`src/rtl/pulse_skip_throttle.sv`:
```
module pulse_skip_throttle #(
  parameter int SCALE    = 100,
  parameter int LVL1_PCT = 50,
  parameter int LVL2_PCT = 75,
  parameter int LVL3_PCT = 85
) (
  input  logic       clk,
  input  logic       rst_n,
  input  logic       level_mode,
  input  logic [6:0] pct_req,
  input  logic [1:0] lvl_req,
  output logic       clk_en,
  output logic [6:0] depth_now
);
  localparam int W = 7;
  localparam logic [W-1:0] FULL = W'(SCALE);
  localparam logic [W:0]   FULL_X = (W+1)'(SCALE);

  logic [W-1:0] lvl_pct, req_depth, acc_q, pass_amt;
  logic [W:0]   sum;
  logic         wrap, commit;

  always_comb begin
    case (lvl_req)
      2'd0:    lvl_pct = '0;
      2'd1:    lvl_pct = W'(LVL1_PCT);
      2'd2:    lvl_pct = W'(LVL2_PCT);
      default: lvl_pct = W'(LVL3_PCT);
    endcase
  end

  assign req_depth = level_mode ? lvl_pct : ((pct_req > FULL) ? FULL : pct_req);
  assign pass_amt  = FULL - depth_now;
  assign sum       = {1'b0, acc_q} + {1'b0, pass_amt};
  assign wrap      = (sum >= FULL_X);
  assign commit    = wrap || (depth_now == FULL);

  always_ff @(posedge clk or negedge rst_n) begin
    if (!rst_n) begin
      acc_q     <= '0;
      depth_now <= '0;
      clk_en    <= 1'b1;
    end else begin
      acc_q  <= wrap ? W'(sum - FULL_X) : W'(sum);
      clk_en <= wrap;
      if (commit) depth_now <= req_depth;
    end
  end
endmodule

```
`config.mk`:
```
export PLATFORM = sky130hd
export DESIGN_NAME = pulse_skip_throttle
export DESIGN_NICKNAME = d
export VERILOG_FILES = /design/src/rtl/pulse_skip_throttle.sv
export SDC_FILE = /design/constraint.sdc
export NUM_CORES = 1
export LEC_CHECK = 0
export CORE_MARGIN = 5
export CORE_UTILIZATION = 55
export DETAILED_ROUTE_END_ITERATION = 10
export DONT_BUFFER_PORTS = 1
export PLACE_DENSITY = 0.71
export SLEW_MARGIN = 20
export SYNTH_ARGS = -nofsm -noshare
export SYNTH_HDL_FRONTEND = slang
export SYNTH_SLANG_ARGS = --single-unit
```
`constraint.sdc`:
```
create_clock -name clk -period 9.15 [get_ports clk]
set_clock_uncertainty 0.1 [all_clocks]
set_input_delay 0.4575 -clock clk [delete_from_list [all_inputs] [get_ports clk]]
set_output_delay 0.4575 -clock clk [all_outputs]
set_load 0.05 [all_outputs]
```
* Word-level counts from Yosys, hierarchy flattened
Index checks and enable logic that the tools add are counted.
** Storage, ports and cells
- Word-level logic and storage cells :: 17
- Output and inout port bits :: 8
- Input bits :: 12
- Register bits after elaboration :: 15
** Cells by class
- Equality and inequality tests :: 3
- Muxes and demuxes :: 4
- Magnitude comparators :: 2
- $add $sub $neg :: 3
- Reduce and logical (&&, ||, !) cells :: 2
** Operators with widths (number)
- $mux W7 :: 3
- $pmux W7 S3 :: 1
- $add A7 B7 Y8 :: 1
- $ge A8 B7 Y1 const B :: 1
- $eq A7 B7 Y1 const B :: 1
- $gt A7 B7 Y1 const B :: 1
- $sub A7 B7 Y7 const A :: 1
- $sub A7 B7 Y7 const B :: 1
- $eq A2 B1 Y1 const B :: 1
- $eq A2 B2 Y1 const B :: 1
- $logic_not A2 Y1 :: 1
- $logic_or A1 B1 Y1 :: 1

* Longest topological paths before layout
- Word-level depth :: 4
- Gate-level depth with buffers :: 14
- Depth with buffers taken out :: 13

* Least setup slack after synthesis
Ideal clock, no wire load.
- Kind :: flip-flop to flip-flop
- Start :: reg depth_now[0]
- End :: reg depth_now[3]
- Arrival time :: 3.127 ns
- Clock period less this slack :: 3.352 ns
- Library setup time :: 0.125 ns
- Buffers on the path :: 1
- Slack :: 5.798 ns
- Data required time :: 8.925 ns
- Stages on the path, launching flop included :: 15
- Cell sequence :: dfrtp_1 inv_1 ha_1 inv_1 a21oi_1 a21oi_1 xnor2_1 ha_1 buf_2 or3b_1 o21ai_0 a41oi_1 o31ai_4 a211oi_4 mux2_2
** On the way
- Word-level cells in the longest chain between the ends :: 4
- Elaborated cells on any way between the ends :: 5
- Those cells by class :: 2 x add/sub; 1 x order compare; 1 x eq/ne; 1 x reduce/logical
** RTL lines
- start, declared :: RTL line 13 : output logic [6:0] depth_now
- start signal, assigned :: RTL line 46 : if (commit) depth_now <= req_depth;
- $sub A7 B7 Y7 :: RTL line 33 : assign pass_amt = FULL - depth_now;
- $add A7 B7 Y8 :: RTL line 34 : assign sum = {1'b0, acc_q} + {1'b0, pass_amt};
- $ge A8 B7 Y1 :: RTL line 35 : assign wrap = (sum >= FULL_X);
- $logic_or A1 B1 Y1 * :: RTL line 36 : assign commit = wrap || (depth_now == FULL);
Every way passes the cells marked *; elsewhere a longest branch is shown, timed or not.
A chain may end at the register's enable or synchronous reset.

* Worst setup path in the final report
- Start :: reg depth_now[0]
- End :: reg depth_now[0]
Same word-level chain as after synthesis.

==> impl_metrics.toml <==
[cts]
cts_resized = 0
cts_made_buffers = 3
tritoncts = "yes"
cts_root_buf = "clkbuf_4"
clkTransAtPathRegs_ps = 100
cts_setup_buffers = 0
cts_max_level = 1
clkLatencyLatePin_ps = 290
cts_hold_buffers = 1
clk_path_buf_depth = 2
clock_sinks = 15

[global_routing]
overflow = 0
grt_pass1_vias = 917
grt_max_degree = 16
grtUsageTotal_pct = 15.7
grt_pass1_wl_mm = 4.04
antenna_found_initial = 0

[setup_path]
critical-path-top-delay-family = "compound AO/OA/AOI/OAI gates"
critPathCaptureType = "flop"
critPathMaxFanout = 7
r2r_start = "depth_now[0]"
startpoint = "depth_now[0]"
cp_slowest_cell = "dfrtp_1"
path_buf_inv = 2
slowest_delay_ps = 700
critPathRequiredTime_ps = 9240
critPathArrivalTime_ps = 3700
crit_type = "flop to flop"
cp_cell_sequence = "inv_1, ha_1, inv_1, a21oi_1, xnor2_1, ha_1, nand4_1, a21oi_1, o31ai_4, a211oi_4, mux2_2"
startpoint_type = "flop"

[routing]
vias_per_cell = 5.80
dr.pass1.iters = 4
wire_per_inst_um = 15.0
wl_mm = 2.43
dr_total_vias = 940
drtIter0Drc = 28
route.detailed.drc = 0
antenna_left = 0

[synth]
synthSimpleGateAreaFrac_pct = 11.7
synth_area_leaders = "dfrtp_1 28%, ha_1 14%, mux2_2 6.3%"
yosys.cell_types.count = 36
yosysTopAreaCellShare_pct = 28.0
synth_area_per_cell_um2 = 9.54
synthArstFlopShare_pct = 100
synth_nets = 158
netlist_instances = 131
syn_area_um2 = 1250
seq_area_frac_synth_pct = 30.1
synthMuxAreaShare_pct = 7.11
synth_edf_count = 0
synth_warnings = 0
synth_xor_area_share_pct = 8.31
synth_ff_type = "dfrtp_1"
synth_fa_ha_area_share_pct = 15.6
synth_top_family_by_area = "compound AO/OA/AOI/OAI gates"
synth-seq-cells = 15
synth_compound_area_share_pct = 21.9
yosysTopAreaCell = "dfrtp_1"

[floorplanning]
rows = 17
ios = 20
core_um2 = 2190
fp.dieW_um = 57.7
die_y_um = 57.7
dieArea_um2 = 3330
initial_core_util_pct = 57.1

[placement]
gp_congestion = 0.794
dp_hpwl_mm = 1.97
io_buffers = 0

[timing]
fmax_ghz = 0.277
period_minus_slack_ps = 3610
slew_viol_final = 0
finalCritPeriodShare_pct = 39.5
timing.setup.tns_ps = 0
slew_headroom_pct = 53.6
final-hold-violation-count = 0
final-setup-viol-count = 0
worst_pin_slew_ps = 694
grt_setup_unrepaired = "false"

[layout]
multiInputGateArea_um2 = 808
regArea_um2 = 377
final_core_util_pct = 60.0
fill_cells = 200
area_growth_pct = 5.11
drive_above_1_share_pct = 19.4
nets = 162
antenna_cells = 0

[min_path]
hp-class = "primary input to flop"
hp-start = "level_mode"

[outcome]
status = "finished clean"

[run]
cap_viol_max_count = 0
synthesized netlist by cell type (all sizes together), types with 2 or more instances:
master	count
dfrtp	14
nor2	7
a21o	4
nand3	2
nand4	2
xnor2	8
nor3	2
a21oi	13
o21ai	8
inv	15
xor2	3
ha	14
and3	2
nand2	10
o2bb2ai	2
a2bb2oi	3
or2	2
mux2	7
worst register-to-register path, cell delays in order (launching register included):
cell,delay (ps)
dfrtp_1,700
inv_1,90
ha_1,270
inv_1,70
a21oi_1,90
xnor2_1,210
ha_1,450
nand4_1,210
a21oi_1,370
o31ai_4,150
a211oi_4,410
mux2_2,380
worst paths after layout:
kind	endpoint	slack (ps)	cells after the start
max	depth_now[0]	5540	11
min	depth_now[6]	270	2
max reg2reg	depth_now[0]	5540	11
min reg2reg	acc_q[0]	410	1
max in group asynchronous	acc_q[6]	7970	1
min in group asynchronous	depth_now[0]	540	1
cell type report:
cell class / count / area share, %
Clock buffer: 3 / 1.71
Clock inverter: 1 / 0.381
Inverter: 15 / 4.29
Multi-Input combinational cell: 99 / 61.5
Sequential cell: 15 / 28.7
Tap cell: 28 / 2.67
Timing Repair Buffer: 1 / 0.762
cells by family (layout without fill, tap and decap cells):
logic type,count (synthesis),count (layout)
xor+xnor,11,11
flops,15,15
mux,8,8
buf+inv,17,20
fa+ha+maj,15,15
compound gates,36,36
simple gates,29,29
state kept, by name, summed over array words and instances (netlist names):
signal / count
acc_q: 7
clk_en: 1
depth_now: 7
layer usage:
metal  global-route usage, %  vias to the layer above  routed length, um
met2                    23.7                       20               1160
met4                    8.28                        0                 61
li1                        -                      464                  -
met5                       0                        -                  0
met3                    3.56                        7                119
met1                    21.0                      449               1090
placed cells by master (no fill, tap or decap), drive strengths merged, types with 4 or more instances in the layout:
cell    n
inv    15
mux2    7
ha     14
a21o    4
a21oi  13
xnor2   8
o21ai   8
dfrtp  14
nand2  10
nor2    7
stage by stage:
step | setup WS [ps] | instances | instance area, um2 | hold slack [ps]
floorplan | 5800 | 131 | 1250 | 61.9
global placement | 5640 | 157 | 1280 | 62.3
detailed placement | 5550 | 157 | 1280 | 62.2
CTS | 5520 | 162 | 1310 | 262
global route | 5300 | 162 | 1310 | 281
finish | 5540 | 162 | 1310 | 271
Power is left out: the tool's default activity adds up to more than one toggle a clock period on the data nets, which glitch-free logic cannot reach.
